==> config.mk <==
export PLATFORM = sky130hd
export DESIGN_NAME = hw_lock_reg
export DESIGN_NICKNAME = d
export VERILOG_FILES = /design/src/rtl/hw_lock_pkg.sv /design/src/rtl/hw_lock_core.sv /design/src/rtl/hw_lock_flag.sv /design/src/rtl/hw_lock_rdport.sv /design/src/rtl/hw_lock_reg.sv
export SDC_FILE = /design/constraint.sdc
export NUM_CORES = 1
export LEC_CHECK = 0
export BUFFER_PORTS_ARGS = -buffer_cell sky130_fd_sc_hd__buf_2
export CAP_MARGIN = 40
export CORE_MARGIN = 2
export CORE_UTILIZATION = 55
export CTS_BUF_LIST = sky130_fd_sc_hd__clkbuf_8
export CTS_CLUSTER_SIZE = 20
export DETAILED_ROUTE_END_ITERATION = 8
export PLACE_DENSITY = 0.88
export SYNTH_ARGS = -nofsm -noshare
export SYNTH_HDL_FRONTEND = slang
export SYNTH_HIERARCHICAL = 1
export SYNTH_SLANG_ARGS = --single-unit
==> constraint.sdc <==
create_clock -name clk -period 2 [get_ports clk]
set_clock_uncertainty 0.05 [all_clocks]
set_input_delay 0.1 -clock clk [delete_from_list [all_inputs] [get_ports clk]]
set_output_delay 0.1 -clock clk [all_outputs]
set_load 0.005 [all_outputs]
==> src/rtl/hw_lock_pkg.sv <==
package hw_lock_pkg;
   localparam int DATA_W = 32;

   typedef enum logic {
      SEL_LOCK = 1'b0,
      SEL_FLAG = 1'b1
   } hw_lock_sel_e;
endpackage

==> src/rtl/hw_lock_core.sv <==
module hw_lock_core #(
   parameter int OWNER_W = 16,
   parameter int VALUE_W = 16,
   parameter logic [OWNER_W-1:0] INIT_OWNER = '0,
   parameter logic [VALUE_W-1:0] INIT_VALUE = '0
) (
   input  logic               clk,
   input  logic               rst_n,
   input  logic               wr_en,
   input  logic [OWNER_W-1:0] wr_owner,
   input  logic [VALUE_W-1:0] wr_value,
   output logic [OWNER_W-1:0] owner_q,
   output logic [VALUE_W-1:0] value_q
);
   logic is_free;
   logic is_owner;
   logic grant;

   // Accept the write when the lock is free or the writer already holds it.
   always_comb begin
      is_free  = (value_q == '0);
      is_owner = (wr_owner == owner_q);
      grant    = wr_en && (is_free || is_owner);
   end

   always_ff @(posedge clk or negedge rst_n) begin
      if (!rst_n) begin
         owner_q <= INIT_OWNER;
         value_q <= INIT_VALUE;
      end else if (grant) begin
         owner_q <= wr_owner;
         value_q <= wr_value;
      end
   end
endmodule

==> src/rtl/hw_lock_flag.sv <==
module hw_lock_flag (
   input  logic clk,
   input  logic rst_n,
   input  logic clr,
   output logic flag_q
);
   // Set only by reset; a clear request is the only other event.
   always_ff @(posedge clk or negedge rst_n) begin
      if (!rst_n)   flag_q <= 1'b1;
      else if (clr) flag_q <= 1'b0;
   end
endmodule

==> src/rtl/hw_lock_rdport.sv <==
module hw_lock_rdport #(
   parameter int DATA_W     = 32,
   parameter bit HOLD_RDATA = 1'b1
) (
   input  logic              clk,
   input  logic              rst_n,
   input  logic              rd_en,
   input  logic              sel_flag,
   input  logic [DATA_W-1:0] lock_word,
   input  logic              flag,
   output logic [DATA_W-1:0] rdata,
   output logic              rd_valid
);
   logic [DATA_W-1:0] mux_word;

   always_comb begin
      mux_word = sel_flag ? {{(DATA_W-1){1'b0}}, flag} : lock_word;
   end

   always_ff @(posedge clk or negedge rst_n) begin
      if (!rst_n) rd_valid <= 1'b0;
      else        rd_valid <= rd_en;
   end

   generate
      if (HOLD_RDATA) begin : g_hold
         // Data bus keeps the last read result between reads.
         always_ff @(posedge clk or negedge rst_n) begin
            if (!rst_n)     rdata <= '0;
            else if (rd_en) rdata <= mux_word;
         end
      end else begin : g_zero
         // Data bus returns to zero when no read is in flight.
         always_ff @(posedge clk or negedge rst_n) begin
            if (!rst_n) rdata <= '0;
            else        rdata <= rd_en ? mux_word : '0;
         end
      end
   endgenerate
endmodule

==> src/rtl/hw_lock_reg.sv <==
module hw_lock_reg #(
   parameter int OWNER_W = 16,
   parameter int VALUE_W = 16,
   parameter logic [OWNER_W-1:0] INIT_OWNER = '0,
   parameter logic [VALUE_W-1:0] INIT_VALUE = '0,
   parameter bit HOLD_RDATA = 1'b1
) (
   input  logic                           clk,
   input  logic                           rst_n,
   input  logic                           addr,
   input  logic                           wr_en,
   input  logic [hw_lock_pkg::DATA_W-1:0] wdata,
   input  logic                           rd_en,
   output logic [hw_lock_pkg::DATA_W-1:0] rdata,
   output logic                           rd_valid
);
   import hw_lock_pkg::*;

   localparam int WORD_W = OWNER_W + VALUE_W;

   generate
      if (WORD_W != DATA_W) begin : g_bad_split
         $error("owner and value widths must fill the data word");
      end
      if (OWNER_W < 1 || VALUE_W < 1) begin : g_bad_width
         $error("owner and value fields need at least one bit");
      end
   endgenerate

   hw_lock_sel_e sel;
   logic         lock_wr;
   logic         flag_clr;
   logic [OWNER_W-1:0] lock_owner;
   logic [VALUE_W-1:0] lock_value;
   logic               flag_q;

   always_comb begin
      sel      = hw_lock_sel_e'(addr);
      lock_wr  = wr_en && (sel == SEL_LOCK);
      flag_clr = wr_en && (sel == SEL_FLAG) && wdata[0];
   end

   hw_lock_core #(
      .OWNER_W   (OWNER_W),
      .VALUE_W   (VALUE_W),
      .INIT_OWNER(INIT_OWNER),
      .INIT_VALUE(INIT_VALUE)
   ) u_core (
      .clk     (clk),
      .rst_n   (rst_n),
      .wr_en   (lock_wr),
      .wr_owner(wdata[DATA_W-1 -: OWNER_W]),
      .wr_value(wdata[VALUE_W-1:0]),
      .owner_q (lock_owner),
      .value_q (lock_value)
   );

   hw_lock_flag u_flag (
      .clk   (clk),
      .rst_n (rst_n),
      .clr   (flag_clr),
      .flag_q(flag_q)
   );

   hw_lock_rdport #(
      .DATA_W    (DATA_W),
      .HOLD_RDATA(HOLD_RDATA)
   ) u_rd (
      .clk      (clk),
      .rst_n    (rst_n),
      .rd_en    (rd_en),
      .sel_flag (sel == SEL_FLAG),
      .lock_word({lock_owner, lock_value}),
      .flag     (flag_q),
      .rdata    (rdata),
      .rd_valid (rd_valid)
   );
endmodule

# [Word level (Yosys, flattened, before mapping)]
# Cells that the tools add are included.
[word_totals] inputBits=37 ff_bits=66 wordCells=14 output_inout_bits=33
[classes] bitwise_logic=1 n_eq_ne=1 n_reduce_logical=6 muxes=1
[op_table] cell="$mux W32" n=1
[op_table] cell="$eq A16 B16 Y1" n=1
[op_table] cell="$logic_not A16 Y1" n=1
[op_table] cell="$logic_and A1 B1 Y1" n=4
[op_table] cell="$logic_or A1 B1 Y1" n=1
[op_table] cell="$not A1 Y1" n=1

# [Depth between registers and ports, before layout]
# Gate-level depths: netlist (run 1).
[logic_depth] depth_word=3 depth_mapped=7 ltp_nobuf=5

# [Modules after synthesis]
# Netlist (run 1), hierarchy kept.
[by_module_without_submodules] mod="hw_lock_core" instances=1 area_per_inst_um2=1471.4 cells_per_inst=99 seq_area_each_um2=800.8
[by_module_without_submodules] mod="hw_lock_rdport" instances=1 area_per_inst_um2=1453.9 cells_per_inst=139 seq_area_each_um2=825.8
[by_module_without_submodules] mod="hw_lock_flag" instances=1 area_per_inst_um2=40.0 cells_per_inst=2 seq_area_each_um2=26.3
[by_module_without_submodules] mod="hw_lock_reg" instances=1 area_per_inst_um2=16.3 cells_per_inst=2 seq_area_each_um2=0.0

# [Least setup slack after synthesis (run 1)]
# OpenSTA, ideal clock, no wires.
[synth_path] kind="register to register" start="register u_core.owner_q[5]" end="register u_core.owner_q[10]" t_arrival_ns=1.660 slack_ns=0.165 stages_incl_launch_ff=7 period_less_slack_ns=1.835 path_buffers=1 t_required_ns=1.825 setup_time_ns=0.125 cell_sequence="dfrtp_1 xnor2_1 nand4_1 nor4_4 o21ai_4 buf_6 mux2_4"
[synth_between] elab_chain_cells=3
[synth_rtl] element="start, declared" line="hw_lock_core.sv:12" text="output logic [OWNER_W-1:0] owner_q,"
[synth_rtl] element="start signal, assigned" line="hw_lock_core.sv:31" text="owner_q <= wr_owner;"
[synth_rtl] element="$eq A16 B16 Y1" line="hw_lock_core.sv:22" text="is_owner = (wr_owner == owner_q);"
[synth_rtl] element="$logic_or A1 B1 Y1" line="hw_lock_core.sv:23" text="grant = wr_en && (is_free || is_owner);"
[synth_rtl] element="$logic_and A1 B1 Y1" line="hw_lock_core.sv:23"
# No other way between the ends.
# A chain may end at the register's enable or synchronous reset.

# [Worst setup path in the final report (run 1)]
[layout_path] start="register u_core.owner_q[0]" end="register u_core.owner_q[5]"
# The elaborated chain is that of the path after synthesis.

==> impl_metrics.py, run 1 <==
metrics = {
    "synthesis": {
        "ys.flop_type": "dfrtp_1",
        "ys_top_cells_by_count": "dfrtp_1, inv_1, nand3b_1",
        "yosys_warnings": 6,
        "synth_top_area_share_pct": 54.55,
        "synth_xor_area_share_pct": 4.700,
        "synth_seq_cells": 66,
        "yosysUniqueCellTypes": 29,
        "synth_compound_area_share_pct": 11.67,
        "yosysTopAreaCell": "dfrtp_1",
        "syn-cell-area_um2": 2982,
        "synth.net_count": 279,
        "synthSimpleGateAreaFrac_pct": 12.04,
        "synth_most_common_cell": "dfrtp_1",
        "seq_area_frac_synth_pct": 55.43,
        "syn_inst": 242,
        "synth_top_family_by_area": "simple AND/OR/NAND/NOR gates",
        "synth_edf_count": 0,
        "synth_fa_ha_area_share_pct": 0,
        "muxShareOfSynthArea_pct": 7.637,
        "avgSynthCellArea_um2": 12.32,
        "async_reset_ff_share_pct": 100.0,
        "synth_area_leaders": "dfrtp_1, nand3b_1, a32o_1, mux2_4, xnor2_1",
    },
    "global_routing": {
        "grt_overflow_total": 0,
        "grt_start_max_net_pins": 44,
        "grt_pass1_vias": 2338,
        "grt_pass1_wl_um": 11350,
        "antenna_found_initial": 0,
        "grtUsageTotal_pct": 24.31,
    },
    "drt": {
        "wl_per_cell_um": 17.56,
        "drt_iter0_drc": 236,
        "vias_per_cell": 5.591,
        "dr.pass1.iters": 5,
        "drc": 0,
        "routed_wirelength_um": 7341,
        "ant_nets": 0,
        "vias": 2337,
    },
    "setup_path": {
        "cpMaxStageDelayCell": "dfrtp_1",
        "rr_worst_depth": 6,
        "path_cells": "xnor2_1 -> nand4_1 -> nor4_4 -> buf_4 -> o21ai_4 -> mux2_4",
        "start_kind": "register",
        "cp.required_ps": 2160,
        "crit_path_end_kind": "register",
        "crit_family": "simple AND/OR/NAND/NOR gates",
        "critPathKind": "register to register",
        "worstPathBufferInverterCount": 1,
        "arrival_ps": 2190,
        "max_stage_delay_ps": 430,
        "worstPathMaxFanout": 8,
        "worst-path-stages": 6,
    },
    "die": {
        "dieArea_um2": 6026,
        "num_rows": 26,
        "core_area_um2": 5172,
        "die_w_um": 77.63,
        "die-height_um": 77.63,
        "io_pins": 70,
        "start_util_pct": 57.64,
    },
    "placement": {
        "gp_congestion": 0.7996,
        "dp_cells": 370,
        "dp_hpwl_um": 4020,
        "io_buffer_count": 69,
    },
    "cts": {
        "clockBufferDepth": 2,
        "ctsRootBufferMaster": "clkbuf_8",
        "cts_made_buffers": 9,
        "htree_levels": 3,
        "cts_sinks": 66,
        "cts_tree": "built",
        "clock_latency_ps": 330,
        "clk_pin_slew_ps": 70,
    },
    "sta": {
        "slew_headroom_pct": 61.79,
        "period_needed_ps": 2034,
        "fin_crit_sh_pct": 101.7,
        "finalSetupViolCount": 8,
        "rsz0062_at_grt": "true",
        "slew_viol_final": 0,
        "setup_slack_ps": -33.71,
        "worst_slew_pin_slew_ps": 573.2,
        "hold_violations": 0,
        "fmax_mhz": 491.7,
    },
    "outcome": {
        "run_status": "complete, but fails checks",
        "failed_checks": "negative setup slack",
    },
    "finish": {
        "drive_gt1_share_pct": 33.43,
        "instances_no_fill": 418,
        "final.fill_count": 322,
        "final_nets": 381,
        "areaGrowthSynthToFinish_pct": 29.58,
    },
    "power_and_ir_drop": {
        "power_mw": 4.118,
        "p_per_area_nw_per_um2": 1066,
        "leakage_nw": 1.833,
        "peakVddDrop_v": 0.0006473,
    },
    "worst_hold_path": {
        "whs_path_depth": 2,
        "hp-class": "input pin to register",
    },
    "flow_run": {
        "cap_violations": 0,
    },
}
==> placed cells by master (no fill, tap or decap), types with 2 or more instances in the layout <==
cell,count
buf_12,3
a32o_1,16
buf_2,69
nand4_1,4
clkbuf_8,9
o21ai_4,2
xnor2_1,16
clkinv_2,3
buf_4,4
dfrtp_1,65
mux2_2,6
dlygate4sd3_1,30
mux2_4,10
o21ai_2,2
nand3b_1,31
nor4_1,4
o21ai_1,13
o21ai_0,16
inv_1,32
==> registers in the layout, summed over array words and instances, names as in the netlist <==
register,cells
u_core/owner_q,16
u_core/value_q,16
u_rd/rdata,32
u_rd/rd_valid,1
u_flag/flag_q,1
==> kinds of logic after synthesis <==
group	Yosys count
buffers and inverters	47
DFF	66
muxes	17
and+or+nand+nor	47
xor gates and xnor gates	16
AOI/OAI and AO/OA	49
==> worst paths after layout <==
path                                    from                 to  slack (ps)
max                        u_core/owner_q[0]  u_core/owner_q[5]         -30
min                                wdata[20]  u_core/owner_q[4]          20
max reg2reg                u_core/owner_q[0]  u_core/owner_q[5]         -30
min reg2reg                    u_flag/flag_q      u_flag/flag_q         430
max in group asynchronous              rst_n      u_flag/flag_q         940
min in group asynchronous              rst_n      u_rd/rdata[4]         280
==> per-stage QoR <==
| stage | worst slack [ps] | utilization (%) | hold slack [ps] | instance area (um2) | setup TNS, ps |
|---|---|---|---|---|---|
| finish | -33.71 | 74.70 | 18.73 | 3864 | -198.4 |
| global route | -114.8 | 74.65 | 1.074 | 3861 | -1377 |
| CTS | 13.19 | 73.95 | 1.113 | 3825 | 0 |
| detailed placement | 62.98 | 64.80 | 70.69 | 3352 | 0 |
| global placement | 93.74 | 64.80 | 59.69 | 3352 | 0 |
| floorplan | 165.0 | - | -245.6 | 2982 | 0 |
==> where the power goes <==
group / switching, mW / internal (mW) / leakage (nW)
sequential: 0.331 / 1.73 / 0.849
clock: 0.458 / 0.551 / 0.0959
combinational: 0.452 / 0.600 / 0.888
==> final cells by class <==
class | count | area [um2] | area share [%]
Sequential cell | 66 | 1653 | 42.78
Antenna cell | 1 | 2.502 | 0.06477
Clock buffer | 9 | 123.9 | 3.206
Multi-Input combinational cell | 130 | 1096 | 28.37
Tap cell | 70 | 87.58 | 2.267
Clock inverter | 5 | 48.80 | 1.263
Timing Repair Buffer | 106 | 735.7 | 19.04
Inverter | 31 | 116.4 | 3.012
==> metal layers <==
layer,up-vias,part of all wire [%],track usage (%),wire length (um)
met2,120,48,37.33,3510
met3,21,5.6,3.256,411
met5,-,0,0,0
met4,0,2.8,13.75,208
met1,1141,44,33.41,3210
li1,1055,-,-,-
==> repair_timing <==
action	4_1_cts	5_1_grt
pin swaps	1	2
hold endpoints to repair	52	0
setup endpoints to repair	1	32
gates resized for setup	0	2
setup buffers	0	2
hold buffers	30	0
cloned	0	1
No activity file was read; power rests on OpenSTA's default activity.
==> run 2: changes to the inputs <==
--- a/config.mk
+++ b/config.mk
@@ -13,6 +13,7 @@
 export CTS_CLUSTER_SIZE = 20
 export DETAILED_ROUTE_END_ITERATION = 8
 export PLACE_DENSITY = 0.88
+export REMOVE_ABC_BUFFERS = 1
 export SYNTH_ARGS = -nofsm -noshare
 export SYNTH_HDL_FRONTEND = slang
 export SYNTH_HIERARCHICAL = 1
==> impl_metrics.py, run 2 (synthesized netlist as in run 1, its figures left out) <==
metrics = {
    "finish": {
        "stdcell_area_um2": 3958,
        "layout_common_cells": "buf_2, dfrtp_1, dlygate4sd3_1, inv_1, nand3b_1",
        "largest_registers": "u_rd/rdata: 32 flops, u_core/owner_q: 16 flops, u_core/value_q: 16 flops",
        "areaGrowthSynthToFinish_pct": 32.73,
        "instances_no_fill": 423,
        "drive_gt1_share_pct": 34.56,
        "fin_util_pct": 76.51,
        "register_area_um2": 1653,
        "multi_input_area_um2": 1120,
        "final.fill_count": 297,
        "largest_reg_flops": 32,
        "mostFrequentLayoutCell": "buf_2",
        "top_register": "u_rd/rdata",
        "antenna_cells": 0,
        "final_nets": 385,
    },
    "placement": {
        "dp_hpwl_um": 3977,
        "gp_congestion": 0.8193,
        "placed_area_um2": 3344,
        "io_buffer_count": 69,
        "pre_cts_slack_ps": 4.582,
        "dp_cells": 369,
    },
    "global_routing": {
        "antenna_found_initial": 0,
        "grt_pass1_vias": 2327,
        "grt_pass1_wl_um": 11260,
        "grtUsageTotal_pct": 24.20,
        "grt_overflow_total": 0,
        "grt_start_max_net_pins": 38,
    },
    "cts": {
        "clock_latency_ps": 340,
        "clk_pin_slew_ps": 70,
        "cts_made_buffers": 9,
        "cts_tree": "built",
        "ctsRootBufferMaster": "clkbuf_8",
        "htree_levels": 3,
        "cts_sinks": 66,
        "clockBufferDepth": 2,
    },
    "die": {
        "die_w_um": 77.63,
        "io_pins": 70,
        "die-height_um": 77.63,
        "num_rows": 26,
        "core_area_um2": 5172,
        "start_util_pct": 57.64,
        "dieArea_um2": 6026,
    },
    "setup_path": {
        "crit_path_end_kind": "register",
        "start_kind": "register",
        "worstPathMaxFanout": 8,
        "critPathKind": "register to register",
        "arrival_ps": 2240,
        "cp.required_ps": 2170,
        "ff2ff_setup_slack_ps": -60,
    },
    "sta": {
        "rsz0062_at_grt": "true",
        "fmax_mhz": 484.4,
        "slew_headroom_pct": 54.66,
        "finalSetupViolCount": 27,
        "fin_crit_sh_pct": 103.2,
        "setup_slack_ps": -64.27,
        "worst_slew_pin_slew_ps": 680.0,
        "hold_violations": 0,
        "slew_viol_final": 0,
        "period_needed_ps": 2064,
    },
    "drt": {
        "vias": 2380,
        "drc": 0,
        "dr.pass1.iters": 6,
        "routed_wirelength_um": 7758,
        "drt_iter0_drc": 307,
        "ant_nets": 0,
        "wl_per_cell_um": 18.34,
        "vias_per_cell": 5.626,
    },
    "flow_run": {
        "cap_violations": 0,
    },
    "power_and_ir_drop": {
        "p_per_area_nw_per_um2": 1093,
        "peakVddDrop_v": 0.0005834,
        "leakage_nw": 1.860,
    },
    "outcome": {
        "run_status": "complete, but fails checks",
        "failed_checks": "negative setup slack",
    },
    "worst_hold_path": {
        "hp-class": "input pin to register",
    },
}
## run 2: cell types whose count changed in the layout (fill, tap and decap cells not counted)
cell           delta
nand2_4           -1
xnor2_2           +2
xnor2_1           -2
buf_6             +1
clkinvlp_4        +1
diode_2           -1
nand2_8           +1
inv_1             -1
clkbuf_8          +2
dlygate4sd3_1     +3
## run 2: what timing repair did
| item | CTS | global route |
|---|---|---|
| pin swaps | 1 | 4 |
| endpoints found under the setup margin | 11 | 32 |
| hold buffers | 33 | 0 |
| cloned | 0 | 1 |
| gates resized for setup | 0 | 6 |
| endpoints found under the hold margin | 60 | 0 |
| setup buffers | 0 | 4 |
## run 2: area by class of cell
| class | count | share of cell area [%] |
|---|---|---|
| multi-input combinational | 130 | 28.30 |
| clock buffer | 11 | 3.825 |
| tap | 70 | 2.213 |
| clock inverter | 5 | 1.328 |
| timing repair buffer | 110 | 19.63 |
| sequential | 66 | 41.76 |
| inverter | 31 | 2.940 |
## run 2: path summary, 6_finish.rpt
check / start / depth (start not counted) / end
hold / removal: wr_en / 3 / u_flag/flag_q
min in group asynchronous: rst_n / 2 / u_rd/rdata[12]
max in group asynchronous: rst_n / 3 / u_rd/rdata[11]
hold reg to reg: u_flag/flag_q / 1 / u_flag/flag_q
setup reg to reg: u_core/owner_q[3] / 6 / u_core/owner_q[5]
setup / recovery: u_core/owner_q[3] / 6 / u_core/owner_q[5]
## run 2: report_power, final
part           internal (mW)  switching [mW]
combinational          0.631           0.480
clock                  0.637           0.523
sequential              1.73           0.330
total                   2.99            1.33
## run 2: through the flow
stage               TNS (ps)  total power [mW]  hold slack [ps]
CTS                   -3.799             4.171            27.20
detailed placement         0             2.992            121.4
global route           -2594             4.513            32.28
floorplan                  0             2.587           -245.6
global placement           0             2.927            114.3
finish                -891.1             4.327            36.96
## run 2: per-layer routing
metal	global-route usage, %	share of wire (%)
met3	3.721	5.4
met2	39.66	50
met1	31.60	41
met4	11.61	2.7
met5	0	0
## run 2: worst max-delay path, stage by stage (launching register included)
cell	delay, ps
dfrtp_1	440
xnor2_2	230
nand4_1	190
nor4_4	310
buf_4	210
o21ai_4	150
mux2_4	360
